`src/rtl/mmu_sreg_pkg.sv`:
```
package mmu_sreg_pkg;

    typedef enum logic [2:0] {
        SR_ASID  = 3'd0,
        SR_ZONE  = 3'd1,
        SR_INDEX = 3'd2,
        SR_DATA  = 3'd3,
        SR_TAG   = 3'd4,
        SR_PROBE = 3'd5
    } sreg_e;

    typedef struct packed {
        logic rd_ok;
        logic wr_ok;
        logic unknown;
    } dec_t;

    typedef struct packed {
        logic [31:0] asid;
        logic [31:0] zone;
        logic [31:0] index;
        logic [31:0] rdata;
        logic [31:0] probe_vpn;
        logic        probe_user;
        logic        busy;
        logic        rvalid;
        logic        err;
    } port_st_t;

endpackage

```
`src/rtl/mmu_sreg_decode.sv`:
```
module mmu_sreg_decode
    import mmu_sreg_pkg::*;
(
    input  logic [2:0] num,
    input  logic       ext,
    input  logic [1:0] cfg_level,
    input  logic [1:0] cfg_access,
    output dec_t       dec
);
    logic enabled;
    logic ext_bad;
    logic rd_lvl;
    logic wr_lvl;

    always_comb begin
        enabled = (cfg_level >= 2'd2) && (cfg_access != 2'd0);
        ext_bad = ext && (num != SR_DATA);
        rd_lvl  = cfg_access[0];
        wr_lvl  = cfg_access >= 2'd2;
        dec     = '0;
        dec.unknown = num > SR_PROBE;
        if (enabled && !ext_bad) begin
            unique case (num)
                SR_ASID, SR_ZONE: begin
                    dec.rd_ok = rd_lvl;
                    dec.wr_ok = wr_lvl;
                end
                SR_INDEX: begin
                    dec.rd_ok = 1'b1;
                    dec.wr_ok = 1'b1;
                end
                SR_DATA, SR_TAG: begin
                    dec.rd_ok = rd_lvl;
                    dec.wr_ok = 1'b1;
                end
                SR_PROBE: begin
                    dec.rd_ok = 1'b0;
                    dec.wr_ok = wr_lvl;
                end
                default: begin
                    dec.rd_ok = 1'b0;
                    dec.wr_ok = 1'b0;
                end
            endcase
        end
    end
endmodule

```
`src/rtl/mmu_sreg_store.sv`:
```
module mmu_sreg_store #(
    parameter int ENTRIES = 8,
    parameter int IW      = 3
) (
    input  logic                  clk,
    input  logic                  rst_n,
    input  logic                  wr_data_en,
    input  logic                  wr_tag_en,
    input  logic                  wr_upper,
    input  logic [IW-1:0]         sel,
    input  logic [31:0]           wdata,
    input  logic [7:0]            tid_in,
    output logic [31:0]           rd_tag,
    output logic [63:0]           rd_data,
    output logic [7:0]            rd_tid,
    output logic [ENTRIES*32-1:0] tag_flat,
    output logic [ENTRIES*64-1:0] data_flat,
    output logic [ENTRIES*8-1:0]  tid_flat
);
    for (genvar e = 0; e < ENTRIES; e++) begin : g_ent
        logic [31:0] tag_d, tag_q;
        logic [63:0] dat_d, dat_q;
        logic [7:0]  tid_d, tid_q;
        logic        hit_sel;

        always_comb begin
            hit_sel = (sel == IW'(e));
            tag_d   = tag_q;
            dat_d   = dat_q;
            tid_d   = tid_q;
            if (wr_tag_en && hit_sel) begin
                tag_d = wdata;
                tid_d = tid_in;
            end
            if (wr_data_en && hit_sel) begin
                if (wr_upper) dat_d[63:32] = wdata;
                else          dat_d[31:0]  = wdata;
            end
        end

        always_ff @(posedge clk) begin
            if (!rst_n) begin
                tag_q <= '0;
                dat_q <= '0;
                tid_q <= '0;
            end else begin
                tag_q <= tag_d;
                dat_q <= dat_d;
                tid_q <= tid_d;
            end
        end

        assign tag_flat[e*32 +: 32] = tag_q;
        assign data_flat[e*64 +: 64] = dat_q;
        assign tid_flat[e*8 +: 8]    = tid_q;
    end

    assign rd_tag  = tag_flat[sel*32 +: 32];
    assign rd_data = data_flat[sel*64 +: 64];
    assign rd_tid  = tid_flat[sel*8 +: 8];
endmodule

```
`src/rtl/mmu_sreg_port.sv`:
```
module mmu_sreg_port
    import mmu_sreg_pkg::*;
#(
    parameter int ENTRIES  = 8,
    parameter int PAGE_LSB = 10
) (
    input  logic                       clk,
    input  logic                       rst_n,
    input  logic [1:0]                 cfg_level,
    input  logic [1:0]                 cfg_access,
    input  logic                       priv_user,
    input  logic                       reg_valid,
    output logic                       reg_ready,
    input  logic [2:0]                 reg_num,
    input  logic                       reg_write,
    input  logic                       reg_ext,
    input  logic [31:0]                reg_wdata,
    output logic                       reg_rvalid,
    output logic [31:0]                reg_rdata,
    output logic                       reg_err,
    output logic                       lk_req,
    output logic [31:0]                lk_vpn,
    output logic                       lk_user,
    input  logic                       lk_hit,
    input  logic [$clog2(ENTRIES)-1:0] lk_idx,
    output logic [7:0]                 cur_asid,
    output logic [31:0]                zone_prot,
    output logic [ENTRIES*32-1:0]      tag_flat,
    output logic [ENTRIES*64-1:0]      data_flat,
    output logic [ENTRIES*8-1:0]       tid_flat
);
    localparam int          IW       = $clog2(ENTRIES);
    localparam logic [31:0] VPN_MASK = ~((32'd1 << PAGE_LSB) - 32'd1);

    port_st_t    q, d;
    dec_t        dec;
    logic        accept;
    logic        wr_data_en, wr_tag_en;
    logic [31:0] rd_tag;
    logic [63:0] rd_data;
    logic [7:0]  rd_tid;
    logic [31:0] index_q;

    mmu_sreg_decode u_dec (
        .num        (reg_num),
        .ext        (reg_ext),
        .cfg_level  (cfg_level),
        .cfg_access (cfg_access),
        .dec        (dec)
    );

    mmu_sreg_store #(.ENTRIES(ENTRIES), .IW(IW)) u_store (
        .clk        (clk),
        .rst_n      (rst_n),
        .wr_data_en (wr_data_en),
        .wr_tag_en  (wr_tag_en),
        .wr_upper   (reg_ext),
        .sel        (q.index[IW-1:0]),
        .wdata      (reg_wdata),
        .tid_in     (q.asid[7:0]),
        .rd_tag     (rd_tag),
        .rd_data    (rd_data),
        .rd_tid     (rd_tid),
        .tag_flat   (tag_flat),
        .data_flat  (data_flat),
        .tid_flat   (tid_flat)
    );

    always_comb begin
        d          = q;
        d.rvalid   = 1'b0;
        d.err      = 1'b0;
        accept     = reg_valid && !q.busy;
        wr_data_en = accept && reg_write && dec.wr_ok && (reg_num == SR_DATA);
        wr_tag_en  = accept && reg_write && dec.wr_ok && (reg_num == SR_TAG);

        // probe response, taken in the single request cycle
        if (q.busy) begin
            d.busy = 1'b0;
            if (lk_hit) d.index = 32'(lk_idx);
            else        d.index[31] = 1'b1;
        end

        if (accept) begin
            d.err = dec.unknown;
            if (!reg_write) begin
                d.rvalid = 1'b1;
                d.rdata  = '0;
                if (dec.rd_ok) begin
                    unique case (reg_num)
                        SR_ASID:  d.rdata = q.asid;
                        SR_ZONE:  d.rdata = q.zone;
                        SR_INDEX: d.rdata = q.index;
                        SR_DATA:  d.rdata = reg_ext ? rd_data[63:32] : rd_data[31:0];
                        SR_TAG: begin
                            d.rdata = rd_tag;
                            d.asid  = {24'd0, rd_tid};
                        end
                        default:  d.rdata = '0;
                    endcase
                end
            end else if (dec.wr_ok) begin
                unique case (reg_num)
                    SR_ASID:  d.asid  = reg_wdata;
                    SR_ZONE:  d.zone  = reg_wdata;
                    SR_INDEX: d.index = {q.index[31], reg_wdata[30:0]};
                    SR_PROBE: begin
                        d.busy       = 1'b1;
                        d.probe_vpn  = reg_wdata & VPN_MASK;
                        d.probe_user = priv_user;
                    end
                    default: ;
                endcase
            end
        end
    end

    always_ff @(posedge clk) begin
        if (!rst_n) q <= '0;
        else        q <= d;
    end

    assign index_q    = q.index;
    assign reg_ready  = !q.busy;
    assign reg_rvalid = q.rvalid;
    assign reg_rdata  = q.rdata;
    assign reg_err    = q.err;
    assign lk_req     = q.busy;
    assign lk_vpn     = q.probe_vpn;
    assign lk_user    = q.probe_user;
    assign cur_asid   = q.asid[7:0];
    assign zone_prot  = q.zone;
endmodule

```
`config.mk`:
```
export PLATFORM = sky130hd
export DESIGN_NAME = mmu_sreg_port
export DESIGN_NICKNAME = d
export VERILOG_FILES = /design/src/rtl/mmu_sreg_pkg.sv /design/src/rtl/mmu_sreg_decode.sv /design/src/rtl/mmu_sreg_store.sv /design/src/rtl/mmu_sreg_port.sv
export SDC_FILE = /design/constraint.sdc
export NUM_CORES = 2
export LEC_CHECK = 0
export BUFFER_PORTS_ARGS = -buffer_cell sky130_fd_sc_hd__buf_2
export CORE_ASPECT_RATIO = 1.2
export CORE_MARGIN = 2
export CORE_UTILIZATION = 25
export CTS_BUF_LIST = sky130_fd_sc_hd__clkbuf_16
export DETAILED_ROUTE_END_ITERATION = 10
export GPL_ROUTABILITY_DRIVEN = 0
export SETUP_SLACK_MARGIN = 0.2
export SYNTH_ARGS = -nofsm -noshare
export SYNTH_HDL_FRONTEND = slang
export SYNTH_SLANG_ARGS = --single-unit
```
`constraint.sdc`:
```
create_clock -name clk -period 2.7 [get_ports clk]
set_input_delay 0.27 -clock clk [delete_from_list [all_inputs] [get_ports clk]]
set_output_delay 0.27 -clock clk [all_outputs]
set_load 0.03 [all_outputs]
```
* Yosys cells after proc, flatten, opt, wreduce, memory -nomap -nowiden
Index checks and enable logic that the tools add are counted.
Word-level totals: memories kept 0, bits in latches 0, input bits 49, bits in writable memories 0, logic and storage cells 143, register bits after elaboration 986, bits in read-only memories 0
Cells by class: eq/ne operators 16, reductions and logical operators 55, mux-type cells 22, magnitude comparators 3, add/subtract/negate cells 0, shift operators 3, multipliers 0, bitwise gates (word level) 2, divide/modulo/power cells 0
Operators by type and width (number):
- $shiftx A512 B10 Y64 | 1
- $mux W32 | 11
- $shiftx A256 B9 Y32 | 1
- $pmux W32 S5 | 1
- $mux W34 | 3
- $mux W100 | 1
- $mux W96 | 1
- $shiftx A64 B7 Y8 | 1
- $reduce_and A2 Y1 | 18
- $mux W31 | 1
- $logic_and A1 B1 Y1 | 24
- $eq A3 B3 Y1 const B | 6
- $eq A3 B2 Y1 const B | 4
- $reduce_and A4 Y1 | 3
- $pmux W2 S4 | 1
- $eq A3 B1 Y1 const B | 2
- $logic_not A3 Y1 | 2
- $reduce_bool A2 Y1 | 3
- $reduce_and A5 Y1 | 1
- $ge A2 B2 Y1 const B | 2
- $ne A2 B1 Y1 const B | 2
- $ne A4 B4 Y1 const B | 1
- $reduce_or A2 Y1 | 2
- $gt A3 B3 Y1 const B | 1
- 5 further kinds | 8

* Depth between registers and ports, before layout
depth after elaboration 9, mapped depth 9, mapped depth without buffers 5

* Cells and area by module
Synthesis repeated with hierarchy kept, for this count alone.
Second synthesis, totals: cells, all modules 4534, area, all modules 44908.1 µm²
By module, submodules not included:
- mmu_sreg_store | cells an instance 3553, sequential area each 16656.0 µm², times used 1, area an instance 36864.1 µm²
- mmu_sreg_port | cells an instance 965, sequential area each 3083.0 µm², times used 1, area an instance 7957.6 µm²
- mmu_sreg_decode | cells an instance 16, sequential area each 0.0 µm², times used 1, area an instance 86.3 µm²

* Worst setup path after synthesis
No wires, ideal clock.
kind reg2reg, from reg q, in the netlist lk_req, to reg q, in the netlist reg_rdata[12], setup time 0.120 ns, path buffers 3, path slack 0.700 ns, cell stages (with the launch flop) 8, arrival time 1.880 ns, path through dfxtp_1 buf_2 or3b_2 clkbuf_1 clkbuf_1 nand2_1 o221ai_1 o31a_1
On the way: word-level cells in the longest chain between the ends 3
RTL lines:
- from (decl) | RTL line mmu_sreg_port.sv:35 | port_st_t q, d;
- from (signal assigned) | RTL line mmu_sreg_port.sv:119 | if (!rst_n) q <= '0;
- from (signal assigned) | RTL line mmu_sreg_port.sv:120 | else q <= d;
- $logic_not A1 Y1 | RTL line mmu_sreg_port.sv:73 | accept = reg_valid && !q.busy;
- $logic_and A1 B1 Y1 | RTL line mmu_sreg_port.sv:73
- $reduce_and A2 Y1 (no source line)
Every way passes these cells. A chain may end at the register's enable or synchronous reset.

* Worst setup path in the final report
from in reg_num[2], to reg q, in the netlist reg_rdata[23]
On the way: word-level cells in the longest chain between the ends 6, elaborated cells between the ends (all ways) 16
RTL lines:
- from (decl) | RTL line mmu_sreg_port.sv:14 | input logic [2:0] reg_num,
- branches (longest 5 deep; another with $pmux W2 S4)
- $mux W32 (*) | RTL line mmu_sreg_port.sv:89 | if (dec.rd_ok) begin
Every way passes the cells marked *.

==> summary.md <==
The flow ran to the end, and the final reports show no timing, DRC or antenna violations. The tools report the worst slew slack as a fraction of its limit as 31.1%. Static timing analysis puts the maximum clock frequency at 0.392 GHz.

The wire-length estimate of the detail-placed layout is 188000 µm. The tools report the remaining number of nets flagged by the antenna check after routing as 0. The post-route standard cell area excluding fillers was 0.0538 mm². For the count of mapped cells out of synthesis, the log shows 5250. The maximum ir drop on the vdd rail came out at 0.501 mV. Walking the worst path, the cells encountered are dlygate4sd3_1 -> buf_2 -> and4bb_2 -> buf_4 -> o221ai_1 -> a211oi_1 -> buf_4 -> o31a_1. The switching power is 7.69 mW, and the number of flip-flops and latches in the synthesized netlist is 986. TritonCTS built the clock tree. The type of the most critical hold path is input pin to register. The sort of element at the start of the critical path was an input pin. The number of nets in the layout is 6049, and the total via count after detailed routing is 44500. The run gives 0 as the synthesis warning total. Count of final hold-check violations: 0.

For the worst path arrival time, the log shows 3.22 ns. Setup repair after global routing left no endpoint under its margin. The number of buffers and inverters on the critical path came out at 4. Among all stages on the critical path, the largest delay is contributed by sky130_fd_sc_hd__a211oi_1. The critical path capture point type is a register.

At the worst endpoint, the required time is 3.38 ns. The clock network is responsible for 48.3% of the overall power. The setup skew after layout was 0.0174 ns; the combinational cell fraction of total power was 4.0%.

Critical path's top delay family: buffers and inverters. In this run the mean area of a mapped cell was 8.06 µm². The synthesized netlist occupies a cell area of 0.0423 mm². Fill cells in the final layout number 17900. The worst setup path is of the input pin to register kind. The max-slew violation count was 0. By area the synthesized netlist is led by sky130_fd_sc_hd__dfxtp_1 (47%), sky130_fd_sc_hd__nand2_1 (12%), sky130_fd_sc_hd__a21oi_1 (8.2%), sky130_fd_sc_hd__mux2i_1 (4.9%), sky130_fd_sc_hd__nand3_1 (4.8%).

Entering global routing, the biggest net connects 115 pins. The worst-margin pin slew works out to 1.03 ns. The number of antenna violations at the first check in global routing is 24, and the total wirelength of the detailed-routed design is 252000 µm. The region available for standard cell placement spans 0.168 mm². In this run the static leakage power is 20.7 nW.

The routed design could run at a clock period as short as 2.55 ns. Counting stages on the worst path, the most repeated cell is sky130_fd_sc_hd__buf_4. Global routing used 27.7% of the available tracks across all layers.

Counting flops with a built-in enable in the synthesized netlist gives 0. The die is 455 µm tall. After clock tree synthesis, the clock-pin slew on the worst setup and hold paths is 0.06 ns.

Across the run, the number of max-cap violations was 0. Summed over all layers, the global routing overflow is 0. The count of clock tree sinks was 986.

The commonest cells after synthesis are sky130_fd_sc_hd__nand2_1 (1337), sky130_fd_sc_hd__dfxtp_1 (986), sky130_fd_sc_hd__a21oi_1 (695), sky130_fd_sc_hd__nand3_1 (410), sky130_fd_sc_hd__o21ai_0 (390). Sequential cells were found to cover 46.6% of the synthesized design area. The post-route netlist has 26.5% of its cells at a drive strength greater than 1.

The clock latency on the worst-skew pair was 0.74 ns. The first global-routing pass estimated 338000 µm of wire. Yosys instantiated no cell more often than sky130_fd_sc_hd__nand2_1. Summing all placed instances gives a cell area of 0.0499 mm². Registers are responsible for 47.7% of the overall power.

The dominant register cell in the synthesized netlist is sky130_fd_sc_hd__dfxtp_1. In this run the most used layer during global routing was met2. Clock tree synthesis inserted a total of 106 buffers.

The post-layout total power is 30.5 mW. Global routing consumed, on the met3 layer, 8.87% of the routing resources. In this run the deepest clock path goes through 3 buffers.

Power spread over the standard cell area amounts to 567 mW/mm². After routing, the total negative slack on setup checks comes to 0 ns. The mean routed wirelength per cell was 30.2 µm; the async set-reset flop share out of synthesis was 0%.

The H-tree was split into 3 levels. The final period utilization was 94.4%. The met2 global-route usage is 43.4%, and the share of the synthesized area in the top cell type is 46.6%. The met1 track demand over resource in global routing came out at 33.5%. 990 I/O pins were placed.

The average via count per standard cell was 5.33; the delay of the slowest cell on the worst path was 0.61 ns. The tools report the reg2reg setup slack as 0.19 ns. Prior to clock tree synthesis, the placed netlist has a worst setup slack of 0.0547 ns. The number of remaining DRC errors was 0; the worst-case setup margin in the final layout was 0.151 ns.

Post-synthesis cell type with the largest combined area: sky130_fd_sc_hd__dfxtp_1. The via count of the first global-routing pass is 40900, and the total number of placement rows is 165. The switching fraction of total power is 25.2%, and the total die area is 0.173 mm².

After the first detailed-routing iteration, the DRC count stood at 4987. The number of distinct library cells after synthesis was 60; the post-route core utilization was 32.0%. For this configuration, the core starts out at a cell density of 25.2%. The area growth from synthesis to layout is 27.2%. Setup violations remaining at the end of the flow were counted as 0. Design internal power: 22.9 mW. The run gives 6 as the total iterations of the first detailed-routing run. In this run the tool buffered the top-level ports with 978 buffer cells. Die extent in x: 380 µm. Of all nets on the critical path, the largest fanout is 14. The master cell of the clock root buffer was sky130_fd_sc_hd__clkbuf_16.
[timing repair]
item / in CTS / in global routing
hold endpoints to repair: 136 / 0
gates resized for setup: 5 / 17
setup endpoints to repair: 31 / 184
gates cloned: 0 / 1
hold buffers: 29 / 0
pin swaps: 0 / 0
setup buffers: 0 / 5
[area by class of cell]
class | instances | area, µm² | area share, %
multi-input cells | 3641 | 20000 | 37.1
flip-flops and latches | 986 | 19800 | 36.7
repair buffers | 1261 | 7850 | 14.6
well taps | 2254 | 2820 | 5.24
clock buffers | 108 | 2700 | 5.02
clock inverters | 90 | 701 | 1.30
inverters | 4 | 25.0 | 0.0465
diodes | 7 | 17.5 | 0.0325
[layout by cell type (no fill, tap or decap), drive strengths merged, types with 53 or more instances in the layout]
master,count
a21oi,695
buf,1230
clkbuf,110
dfxtp,986
mux2,110
mux2i,209
nand2,1337
nand3,410
nor2,53
o21ai,422
o221ai,88
[worst paths after layout]
check / start / to / depth (start not counted)
setup reg to reg: index_q[0]$_SDFF_PN0_ / reg_rdata[18]$_SDFFE_PN0P_ / 5
hold / removal: reg_wdata[23] / u_store.g_ent[0].dat_q[55]$_SDFFE_PN0P_ / 4
hold reg to reg: q[144]$_SDFFE_PN0P_ / q[144]$_SDFFE_PN0P_ / 2
setup / recovery: reg_num[2] / reg_rdata[23]$_SDFFE_PN0P_ / 8
[logic make-up (layout without fill, tap and decap cells)]
family / after synthesis / after routing / synth area share, %
buf+inv: 632 / 1463 / 7.00
compound gates: 1415 / 1415 / 19.0
other cells: 1 / 17 / 0.00886
simple gates: 1881 / 1881 / 18.6
mux: 335 / 335 / 8.72
flops: 986 / 986 / 46.6
[power by group through the flow]
stage / Clock [mW] / Combinational, mW / Sequential (mW)
finish: 14.8 / 1.23 / 14.6
global route: 15.5 / 1.26 / 14.6
CTS: 15.0 / 1.19 / 14.6
detailed placement: 0 / 1.16 / 14.9
global placement: 0 / 1.15 / 14.9
floorplan: 0 / 0.599 / 14.9
[stage by stage]
step           cells  hold WS [ns]
5_1_grt         8345        0.0584
3_5_place_dp    8111         0.442
4_1_cts         8338       0.00138
3_3_place_gp    8111         0.437
2_1_floorplan   5259         0.410
6_report        8351        0.0862
[flip-flops by register name, summed over array words and instances (netlist names), 22 cells and up]
signal	cells
zone_prot	32
u_store.g_ent.tag_q	256
u_store.g_ent.dat_q	512
q	24
reg_rdata	32
index_q	32
lk_vpn	22
u_store.g_ent.tid_q	64
[layer usage]
layer / vias to the layer above / share of wire [%]
li1: 19600 / -
met1: 21600 / 39
met2: 2777 / 44
met3: 582 / 11
met4: 26 / 6.3
met5: - / 0.065
[tightest hold or removal path: cells and delay by family]
family          cells  cell delay, ns
compound gates      1            0.06
simple gates        1            0.09
buf+inv             2            0.36
Note: power is estimated with default switching activity, not from simulation.
